## src/rtl/cpu_rst_pkg.sv

```systemverilog
package cpu_rst_pkg;
  typedef enum logic [1:0] {
    SEQ_HOLD  = 2'd0,
    SEQ_COUNT = 2'd1,
    SEQ_RUN   = 2'd2
  } seq_state_e;
endpackage

```

## src/rtl/cpu_rst_sync.sv

```systemverilog
module cpu_rst_sync #(
  parameter int STAGES = 2
) (
  input  logic clk,
  input  logic arst_n,
  output logic rel_o
);
  logic [STAGES-1:0] chain_q;

  always_ff @(posedge clk or negedge arst_n) begin
    if (!arst_n) chain_q <= '0;
    else         chain_q <= {chain_q[STAGES-2:0], 1'b1};
  end

  assign rel_o = chain_q[STAGES-1];


  sync_low_in_reset_chk: assert property (@(posedge clk) !arst_n |-> !rel_o);
endmodule

```

## src/rtl/cpu_rst_timer.sv

```systemverilog
module cpu_rst_timer
  import cpu_rst_pkg::*;
#(
  parameter int DELAY = 66667
) (
  input  logic clk,
  input  logic arst_n,
  input  logic start_i,
  input  logic resume_i,
  input  logic en_i,
  output logic run_o
);
  localparam int CW = (DELAY > 2) ? $clog2(DELAY) : 1;
  localparam logic [CW-1:0] LAST = CW'(DELAY - 1);

  seq_state_e    state_q;
  logic [CW-1:0] cnt_q;
  logic          restart;

  assign restart = resume_i & en_i;

  always_ff @(posedge clk or negedge arst_n) begin
    if (!arst_n) begin
      state_q <= SEQ_HOLD;
      cnt_q   <= '0;
    end else begin
      case (state_q)
        SEQ_HOLD: begin
          cnt_q <= '0;
          if (start_i) state_q <= SEQ_COUNT;
        end
        SEQ_COUNT: begin
          if (restart) begin
            cnt_q <= '0;
          end else if (cnt_q == LAST) begin
            state_q <= SEQ_RUN;
            cnt_q   <= '0;
          end else begin
            cnt_q <= cnt_q + 1'b1;
          end
        end
        SEQ_RUN: begin
          if (restart) begin
            state_q <= SEQ_COUNT;
            cnt_q   <= '0;
          end
        end
        default: begin
          state_q <= SEQ_HOLD;
          cnt_q   <= '0;
        end
      endcase
    end
  end

  assign run_o = (state_q == SEQ_RUN);


  count_in_range_chk: assert property (@(posedge clk) disable iff (!arst_n)
    (state_q == SEQ_COUNT) |-> (cnt_q <= LAST));

  run_only_after_count_chk: assert property (@(posedge clk) disable iff (!arst_n)
    $rose(run_o) |-> ($past(state_q) == SEQ_COUNT && $past(cnt_q) == LAST));

  resume_drops_run_chk: assert property (@(posedge clk) disable iff (!arst_n)
    (run_o && resume_i && en_i) |=> !run_o);

  resume_ignored_chk: assert property (@(posedge clk) disable iff (!arst_n)
    (run_o && resume_i && !en_i) |=> run_o);
endmodule

```

## src/rtl/cpu_rst_lag.sv

```systemverilog
module cpu_rst_lag #(
  parameter int LAG = 2
) (
  input  logic clk,
  input  logic arst_n,
  input  logic d_i,
  output logic q_o
);
  logic [LAG-1:0] pipe_q;

  generate
    for (genvar i = 0; i < LAG; i++) begin : g_stage
      always_ff @(posedge clk or negedge arst_n) begin
        if (!arst_n) pipe_q[i] <= 1'b0;
        else if (i == 0) pipe_q[i] <= d_i;
        else pipe_q[i] <= pipe_q[(i == 0) ? 0 : i-1];
      end
    end
  endgenerate

  assign q_o = pipe_q[LAG-1];


  lag_follows_chk: assert property (@(posedge clk) disable iff (!arst_n)
    q_o |-> $past(d_i, LAG));
endmodule

```

## src/rtl/cpu_rst_seq.sv

```systemverilog
module cpu_rst_seq #(
  parameter int DELAY   = 66667,
  parameter int SEL_LAG = 2,
  parameter int STRAP_W = 4
) (
  input  logic               clk,
  input  logic               plat_rst_n,
  input  logic               resume_req,
  input  logic               rst_on_resume,
  input  logic [STRAP_W-1:0] strap_in,
  input  logic               sus_dis_in,
  output logic               proc_rst_n,
  output logic               strap_sel_n,
  output logic [STRAP_W-1:0] strap_cfg,
  output logic               sus_dis
);
  logic rel, rel_d_q, rel_rise, run;

  initial begin
    if (SEL_LAG < 2 || SEL_LAG > 20) $error("SEL_LAG outside 2..20");
  end

  cpu_rst_sync #(.STAGES(2)) u_sync (
    .clk(clk), .arst_n(plat_rst_n), .rel_o(rel)
  );

  always_ff @(posedge clk or negedge plat_rst_n) begin
    if (!plat_rst_n) rel_d_q <= 1'b0;
    else             rel_d_q <= rel;
  end

  assign rel_rise = rel & ~rel_d_q;

  cpu_rst_timer #(.DELAY(DELAY)) u_timer (
    .clk(clk), .arst_n(plat_rst_n), .start_i(rel_rise),
    .resume_i(resume_req), .en_i(rst_on_resume), .run_o(run)
  );

  assign proc_rst_n = run;

  cpu_rst_lag #(.LAG(SEL_LAG)) u_lag (
    .clk(clk), .arst_n(plat_rst_n), .d_i(run), .q_o(strap_sel_n)
  );

  always_ff @(posedge clk) begin
    if (rel_rise) begin
      strap_cfg <= strap_in;
      sus_dis   <= sus_dis_in;
    end
  end


  proc_low_in_reset_chk: assert property (@(posedge clk) !plat_rst_n |-> !proc_rst_n);

  sel_low_in_reset_chk: assert property (@(posedge clk) !plat_rst_n |-> !strap_sel_n);

  straps_hold_chk: assert property (@(posedge clk) disable iff (!plat_rst_n)
    (rel_d_q && !rel_rise) |=> ($stable(strap_cfg) && $stable(sus_dis)));
endmodule

```

## config.mk

```make
export PLATFORM = sky130hd
export DESIGN_NAME = cpu_rst_seq
export DESIGN_NICKNAME = d
export VERILOG_FILES = /design/src/rtl/cpu_rst_pkg.sv /design/src/rtl/cpu_rst_sync.sv /design/src/rtl/cpu_rst_timer.sv /design/src/rtl/cpu_rst_lag.sv /design/src/rtl/cpu_rst_seq.sv
export SDC_FILE = /design/constraint.sdc
export NUM_CORES = 1
export LEC_CHECK = 0
export ABC_AREA = 0
export ABC_CLOCK_PERIOD_IN_PS = 3340
export CAP_MARGIN = 20
export CORE_MARGIN = 8
export CORE_UTILIZATION = 35
export DETAILED_ROUTE_END_ITERATION = 8
export PLACE_DENSITY_LB_ADDON = 0.05
export SETUP_SLACK_MARGIN = 0.2
export SLEW_MARGIN = 25
export SYNTH_ARGS = -nofsm -noshare
export SYNTH_HDL_FRONTEND = slang
export SYNTH_SLANG_ARGS = --single-unit
```

## constraint.sdc

```tcl
create_clock -name clk -period 3.34 [get_ports clk]
set_input_delay 0.668 -clock clk [delete_from_list [all_inputs] [get_ports clk]]
set_output_delay 0.668 -clock clk [all_outputs]
set_load 0.01 [all_outputs]
```

== Yosys cells after proc, flatten, opt, wreduce, memory -nomap -nowiden ==
Index checks and enable logic that the tools add are counted.

* Add/subtract/negate cells: 1
* Eq/ne operators: 7
* Muxes and demuxes: 9
* Bitwise operators: 3
* Reductions and logical operators: 2

{| class="wikitable"
|+ Operators by type and width
! kind !! number
|-
| 2-to-1 mux 17 bit || 3
|-
| case mux 17 bit (2 select lines) || 1
|-
| adder 17 x 1 -> 17 bit, second input constant || 1
|-
| == test 17 bit, second input constant || 1
|-
| 2-to-1 mux 2 bit || 4
|-
| case mux 2 bit (3 select lines) || 1
|-
| inequality test 2 x 1 -> 1 bit, second input constant || 2
|-
| inequality test 2 bit, second input constant || 2
|-
| AND reduction 4 bit || 1
|-
| AND 1 bit || 2
|-
| == test 2 x 1 -> 1 bit, second input constant || 1
|-
| == test 2 bit, second input constant || 1
|-
| logical NOT 2 bit || 1
|-
| inverter 1 bit || 1
|}

* Bits in registers: 29
* Output and inout port bits: 7

== Depth between registers and ports, before layout ==
Gate-level depths: netlist of run 1.

* Word-level depth: 4
* Gate-level depth with buffers: 9
* Gate-level depth less buffers: 7

== Cells and area by module ==
From an unflattened synthesis of run 1, not the netlist that was laid out.

* Cells, all modules: 141
* Area total of the unflattened synthesis: 1506.4 um^2

{| class="wikitable"
|+ Modules (own cells, without submodules)
! module !! times used !! cells an instance !! area each (um^2) !! seq. area each (um^2)
|-
| cpu_rst_timer || 1 || 129 || 1213.7 || 475.5
|-
| cpu_rst_seq || 1 || 7 || 188.9 || 175.2
|-
| cpu_rst_sync || 1 || 3 || 53.8 || 50.0
|-
| cpu_rst_lag || 1 || 2 || 50.0 || 50.0
|}

== Worst setup path after synthesis of run 1 ==
Ideal clock, no wire load.

* Kind: flip-flop to flip-flop
* Start point: register u_timer.cnt_q[0]
* End point: register u_timer.cnt_q[16]
* Arrival: 1.675 ns
* Path slack: 1.583 ns
* Stages on the path, launching flop included: 10
* Path buffers: 2
* Cell sequence: dfrtp_1 > inv_1 > ha_1 > nor4bb_1 > and4_1 > buf_6 > or2_4 > buf_6 > o21ba_1 > a31oi_1

* Cells in the longest elaborated chain, start to end: 4
* Elaborated cells between the ends (all ways): 5
* Classes of those cells: add/sub: 1; eq/ne: 1; mux: 3

{| class="wikitable"
|+ Ends and longest elaborated chain
! element !! RTL line !! RTL
|-
| from (decl) || cpu_rst_timer.sv:17 || <nowiki>logic [CW-1:0] cnt_q;</nowiki>
|-
| from (signal assigned) || cpu_rst_timer.sv:39 || <nowiki>cnt_q <= cnt_q + 1'b1;</nowiki>
|-
| adder 17 x 1 -> 17 bit / == test 17 bit (equally long branches) || cpu_rst_timer.sv:39, cpu_rst_timer.sv:35 ||
|-
| 2-to-1 mux 17 bit * || cpu_rst_timer.sv:35 || <nowiki>end else if (cnt_q == LAST) begin</nowiki>
|-
| 2-to-1 mux 17 bit * || cpu_rst_timer.sv:33 || <nowiki>if (restart) begin</nowiki>
|-
| case mux 17 bit (2 select lines) * || cpu_rst_timer.sv:27 || <nowiki>case (state_q)</nowiki>
|}

Mark *: on every way between the ends. The rest lies on a longest branch, timed or not.
A chain may end at the register's enable or synchronous reset.

== Worst setup path after layout of run 1 ==
* Start point: input resume_req
* End point: register u_timer.cnt_q[13]

* Cells in the longest elaborated chain, start to end: 3
* Elaborated cells between the ends (all ways): 4
* Classes of those cells: eq/ne: 1; mux: 2; bitwise: 1

{| class="wikitable"
|+ Ends and longest elaborated chain
! element !! RTL line !! RTL
|-
| from (decl) || cpu_rst_seq.sv:8 || <nowiki>input logic resume_req,</nowiki>
|-
| AND 1 bit * || cpu_rst_timer.sv:20 || <nowiki>assign restart = resume_i & en_i;</nowiki>
|-
| 2-to-1 mux 17 bit || cpu_rst_timer.sv:33 ||
|-
| case mux 17 bit (2 select lines) || cpu_rst_timer.sv:27 ||
|}

Marks and branches as above.

==> impl_results.md, run 1 <==
- Post-synthesis register bit count: 29
- Largest net degree at the start of global routing: 25
- Synth warnings: 0
- Multi-input gate area: 578 µm²
- Routed WL: 2.95 mm
- Drt drc: 0
- Switching part of the total: 22.3%
- Cell area after synthesis: 1390 µm²
- Hold Crit Start: u_sync.chain_q[0]
- Synth unique cells: 39
- Antenna violations before repair: 0
- Post-synth ARST share: 82.8%
- Placer congestion estimate: 0.831
- Die area: 6230 µm²
- Fillers: 377
- Pwr dens: 511 nW/µm²
- Starting density of the core: 35.4%
- Leakage power: 0.719 nW
- Final ANT Viol Nets: 0
- Endpoints failing setup: 0
- First-pass GRT wire length: 5.06 mm
- Required @ worst endpoint: 3.55 ns
- Tot Pwr: 0.000859 W
- Combinational Power Share: 8.8%
- Starting DRT DRC Count: 120
- Peak supply drop: 0.342 mV
- Crit Path Max Fanout: 13
- Setup CP Type: in2reg
- Die width: 78.9 µm
- Max Clock Freq: 441 MHz
- Max Slew Vio Count: 0
- Share of cells above drive strength 1: 7.38%
- PortBufs: 15
- CTS resizes: 0
- Estimated wirelength of the detail-placed design: 2.05 mm
- Most frequent CP cell: nand2_1
- Clk sinks: 29
- Main synth FF type: dfrtp_1
- GRT Util Overall: 10.3%
- Pint: 0.000667 W
- CTS tree: built
- Max_cap viols: 0
- Nature of the critical path startpoint: input pin
- Area Overhead vs Synth: 21.2%
- CTS max path bufs: 2
- Most frequent cells in the layout: dfrtp_1, nand2_1, clkdlybuf4s50_1, o21ai_0, nand3_1
- CTS buffer count: 5
- Switching power: 0.000192 W
- Avg WL per Cell: 14.8 µm
- CP max stage cell: nor2_1
- Die H: 78.9 µm
- RR Startpoint: u_timer.cnt_q[0]
- First drt pass iteration count: 4
- Final Cycle Share: 67.9%
- Slew @ Worst Pin: 0.837 ns
- # diodes: 0
- Clk pwr share: 42.7%
- Hold_buf cts: 0
- Std cell rows: 23
- Hold_ws: 0.347 ns
- Post-synth EDFFs: 5
- Crit path largest cell delay: 0.66 ns
- Core area: 3910 µm²
- Delay-heaviest family, CP: simple AND/OR/NAND/NOR gates
- Cells after Synth: 132
- Min cycle time layout: 2.27 ns
- Critical Path AT: 2.48 ns
- Clock skew: 0.00107 ns
- Clock Latency Late Sink: 0.27 ns
- Vias/cell: 5.44
- Register area share after synthesis: 54.2%
- Type of the worst min-delay path: reg2reg
- IO Count: 16
- Mapped Nets: 143
- Vias in the first global route: 1055
- RSZ-0062 raised after global routing: no
- # nets final: 159
- Clk root buf: clkbuf_8
- Crit path buffers/inverters: 1
- Synth Area per Inst: 10.5 µm²
- Register area: 751 µm²
- Setup TNS: 0 ns
- CP startpoint: resume_req
- GRT overflow: 0
- Final Hold Viols: 0
- Vias: 1083
- Postcts setup bufs: 0
- Commonest non-fill, non-tap cell in the layout: dfrtp_1
- Status: finished clean
- Clk pin slew, worst setup/hold paths: 0.06 ns
- CTS H-Tree Depth: 2
- Sequential share of power: 48.5%
- Slew headroom: 44.0%
- Worst-path cell chain: clkdlybuf4s50_1 -> nand2_1 -> nand2_1 -> nor2_1 -> and4_1 -> o22a_1
- CP endpoint kind: register
## registers in the layout, indices dropped and copies added (netlist names)
register / cells
u_timer.cnt_q: 17
strap_cfg: 4
u_sync.chain_q: 2
u_timer.state_q: 2
rel_d_q: 1
sus_dis: 1
u_lag.pipe_q: 1
u_lag.q_o: 1
## cell usage after synthesis, drive strengths merged, types with 2 or more instances
cell type / number / area share, %
xor2: 2 / 1.3
nand4: 3 / 1.4
nor3: 2 / 0.72
or3: 2 / 0.90
mux2i: 2 / 1.4
and3: 3 / 1.4
inv: 4 / 1.1
buf: 4 / 2.3
a21oi: 6 / 2.2
nand2: 15 / 4.1
a211oi: 2 / 1.1
nor2b: 3 / 1.4
and4: 5 / 3.2
a31oi: 4 / 1.8
ha: 2 / 1.8
and2: 3 / 1.4
edfxtp: 5 / 11
nor2: 2 / 0.54
o21ai: 12 / 4.3
a21o: 3 / 1.7
nor3b: 2 / 1.1
and4bb: 2 / 1.8
clkbuf: 3 / 0.81
dfrtp: 24 / 43
nand3: 7 / 2.5
## power by group through the flow
| stage | Sequential, W | Clock (W) | Combinational, W |
|---|---|---|---|
| floorplan | 0.000414 | 0 | 0.0000454 |
| global placement | 0.000421 | 0 | 0.0000762 |
| detailed placement | 0.000423 | 0 | 0.0000758 |
| CTS | 0.000416 | 0.000380 | 0.0000768 |
| global route | 0.000420 | 0.000400 | 0.0000889 |
| finish | 0.000417 | 0.000367 | 0.0000758 |
## through the flow
| step | setup slack (ns) | instance area, µm² | util (%) | cells |
|---|---|---|---|---|
| floorplan | 1.58 | 1390 | - | 132 |
| global placement | 0.922 | 1560 | 40.0 | 191 |
| detailed placement | 0.817 | 1560 | 40.0 | 191 |
| CTS | 1.07 | 1680 | 42.9 | 199 |
| global route | 0.915 | 1680 | 42.9 | 199 |
| finish | 1.07 | 1680 | 42.9 | 199 |
## cell families (layout without fill, tap and decap cells)
kind of cell / count (synthesis) / after routing / share of synthesized area, %
AOI/OAI and AO/OA: 33 / 33 / 14.8
xor gates and xnor gates: 2 / 2 / 1.26
adders and majority gates: 2 / 2 / 1.80
buffers and inverters: 11 / 28 / 4.15
DFF: 29 / 29 / 54.2
muxes: 2 / 2 / 1.44
other: 1 / 1 / 0.270
and+or+nand+nor: 52 / 52 / 22.1
## worst register-to-register path: stages (launching register included)
cell	delay, ns
dfrtp_1	0.42
inv_1	0.07
ha_1	0.20
nor4bb_1	0.13
and4_1	0.25
nor2_1	0.68
and4_1	0.32
o22a_1	0.13
## routing by layer
| layer | vias to the layer above | wire (µm) | track usage [%] |
|---|---|---|---|
| met2 | 23 | 1360 | 15.4 |
| met1 | 542 | 1380 | 12.4 |
| li1 | 513 | - | - |
| met4 | 0 | 27 | 5.19 |
| met3 | 5 | 173 | 4.40 |
| met5 | - | 0 | 0 |
## worst paths after layout
path / endpoint / slack [ns] / cells after the start
max: u_timer.cnt_q[13] / 1.07 / 6
min: u_sync.chain_q[1] / 0.35 / 0
max reg2reg: u_timer.cnt_q[13] / 1.07 / 7
min reg2reg: u_sync.chain_q[1] / 0.35 / 0
max in group asynchronous: u_timer.cnt_q[1] / 2.34 / 2
min in group asynchronous: u_timer.cnt_q[10] / 0.76 / 2
## area by class of cell
| class | count | share of cell area (%) |
|---|---|---|
| clock buffers | 7 | 5.14 |
| clock inverters | 1 | 1.79 |
| inverters | 4 | 0.894 |
| multi-input cells | 92 | 34.4 |
| flip-flops and latches | 29 | 44.7 |
| well taps | 50 | 3.72 |
| repair buffers | 16 | 9.38 |
(Power assumes the default switching activity.)
==> run 2: changes to the inputs <==
--- a/config.mk
+++ b/config.mk
@@ -6,7 +6,7 @@
 export NUM_CORES = 1
 export LEC_CHECK = 0
 export ABC_AREA = 0
-export ABC_CLOCK_PERIOD_IN_PS = 3340
+export ABC_CLOCK_PERIOD_IN_PS = 2200
 export CAP_MARGIN = 20
 export CORE_MARGIN = 8
 export CORE_UTILIZATION = 35
==> constraint.sdc (replaced) <==
create_clock -name clk -period 2.2 [get_ports clk]
set_input_delay 0.44 -clock clk [delete_from_list [all_inputs] [get_ports clk]]
set_output_delay 0.44 -clock clk [all_outputs]
set_load 0.01 [all_outputs]
==> run 2 against run 1 <==
Compared with the run above:
- largest cell class unchanged
- combinational power increased by 52%
- via count decreased by 0.74%
- highest routed layer unchanged
- largest power group unchanged
- clock skew increased by 0.0010 ns
- utilization increased by 0.22 points
- total power increased by 41%
- non-clock buffer count increased by 2
- register-to-register slack got worse by 0.74 ns
- clock-buffer cell count unchanged
- setup slack got worse by 0.74 ns
==> impl_results.md, run 2 (synthesis results as in run 1) <==
- Std cell rows: 23
- Pint: 0.000928 W
- CTS max path bufs: 2
- Die area: 6230 µm²
- Setup TNS: 0 ns
- CP endpoint kind: register
- Routed WL: 2.88 mm
- Most frequent cells in the layout: dfrtp_1, nand2_1, clkdlybuf4s50_1, o21ai_0
- Starting density of the core: 35.4%
- Required @ worst endpoint: 2.39 ns
- Clock Latency Late Sink: 0.28 ns
- Slew headroom: 66.4%
- Die H: 78.9 µm
- First drt pass iteration count: 4
- Hold_ws: 0.347 ns
- Switching power: 0.000287 W
- Final Hold Viols: 0
- Reg2reg setup slack: 0.33 ns
- Largest net degree at the start of global routing: 25
- Clk sinks: 29
- Max_cap viols: 0
- Crit Path Max Fanout: 14
- # nets final: 161
- Biggest registers after layout: u_timer.cnt_q (17), strap_cfg (4)
- Commonest non-fill, non-tap cell in the layout: dfrtp_1
- Antenna violations before repair: 0
- Critical Path AT: 2.07 ns
- Final Instance Count excl. Fillers: 201
- Final ANT Viol Nets: 0
- Sequential share of power: 51.8%
- Status: finished clean
- Final Cycle Share: 85.1%
- Setup CP Type: reg2reg
- Core area: 3910 µm²
- Hold path depth: 0
- Share of cells above drive strength 1: 10.6%
- Tot Pwr: 0.00122 W
- PortBufs: 15
- IO Count: 16
- Type of the worst min-delay path: reg2reg
- CTS H-Tree Depth: 2
- GRT overflow: 0
- CTS tree: built
- Switching part of the total: 23.6%
- Clk pwr share: 38.7%
- Placed cells: 193
- Area Overhead vs Synth: 21.8%
- Peak supply drop: 0.261 mV
- Estimated wirelength of the detail-placed design: 2.08 mm
- Nature of the critical path startpoint: register
- Clock skew: 0.00206 ns
- RSZ-0062 raised after global routing: no
- Max FFs per register: 17
- Pwr dens: 719 nW/µm²
- Most flops, register: u_timer.cnt_q
- Placer congestion estimate: 0.791
- Leakage power: 0.726 nW
- Endpoints failing setup: 0
- Starting DRT DRC Count: 42
- Drt drc: 0
- Clk root buf: clkbuf_8
- Max Slew Vio Count: 0
- Slew @ Worst Pin: 0.503 ns
- First-pass GRT wire length: 4.94 mm
- Clk pin slew, worst setup/hold paths: 0.06 ns
- Max Clock Freq: 534 MHz
- Postcts setup bufs: 0
- Avg WL per Cell: 14.3 µm
- Hold_buf cts: 0
- Min cycle time layout: 1.87 ns
- Die width: 78.9 µm
- Vias: 1075
- GRT Util Overall: 10.3%
- Fillers: 402
- Vias/cell: 5.35
- CTS buffer count: 5
- Vias in the first global route: 1045
- Combinational Power Share: 9.5%
- R2R depth: 7
- # diodes: 0
-- run 2: per-stage QoR --
step | instance area (µm²) | setup slack (ns) | utilization, %
after floorplan | 1390 | 0.443 | -
after global placement | 1580 | 0.208 | 40.3
after detailed placement | 1580 | 0.184 | 40.3
after CTS | 1680 | 0.244 | 42.9
after global routing | 1690 | 0.215 | 43.2
final | 1690 | 0.328 | 43.2
-- run 2: layout make-up --
| class | count | area (µm²) | share of cell area [%] |
|---|---|---|---|
| Clock inverter | 1 | 5.00 | 0.296 |
| Inverter | 4 | 15.0 | 0.889 |
| Multi-Input combinational cell | 92 | 587 | 34.7 |
| Timing Repair Buffer | 18 | 173 | 10.2 |
| Tap cell | 50 | 62.6 | 3.70 |
| Clock buffer | 7 | 96.3 | 5.70 |
| Sequential cell | 29 | 751 | 44.4 |
-- run 2: path summary, 6_finish.rpt --
path                                   start                 to
setup / recovery            u_timer.cnt_q[0]   u_timer.cnt_q[3]
hold / removal             u_sync.chain_q[0]  u_sync.chain_q[1]
setup reg to reg            u_timer.cnt_q[0]   u_timer.cnt_q[3]
hold reg to reg            u_sync.chain_q[0]  u_sync.chain_q[1]
max in group asynchronous         plat_rst_n  u_sync.chain_q[1]
min in group asynchronous         plat_rst_n   u_timer.cnt_q[5]
-- run 2: timing repair --
item,CTS,global route
resized for setup,0,3
hold endpoints to repair,0,0
endpoints found under the setup margin,0,7
-- run 2: routing by layer --
layer  up-vias  GRT usage [%]  wire length [µm]
li1        517              -                 -
met1       522           12.9              1360
met2        30           14.7              1240
met3         6           4.85               228
met4         0           4.44                55
met5         -              0                 0
-- run 2: worst max-delay path: stages, from the launching register on --
cell      delay [ns]
dfrtp_1         0.41
inv_1           0.06
ha_1            0.19
nor4bb_2        0.16
and4_4          0.21
or2_4           0.32
or3_1           0.35
o21ai_0         0.08
-- run 2: power groups by stage --
| stage | clock (W) | combinational (W) | sequential [W] |
|---|---|---|---|
| after floorplan | 0 | 0.0000689 | 0.000629 |
| after global placement | 0 | 0.000117 | 0.000640 |
| after detailed placement | 0 | 0.000115 | 0.000640 |
| after CTS | 0.000491 | 0.000116 | 0.000630 |
| after global routing | 0.000517 | 0.000135 | 0.000638 |
| final | 0.000471 | 0.000115 | 0.000629 |
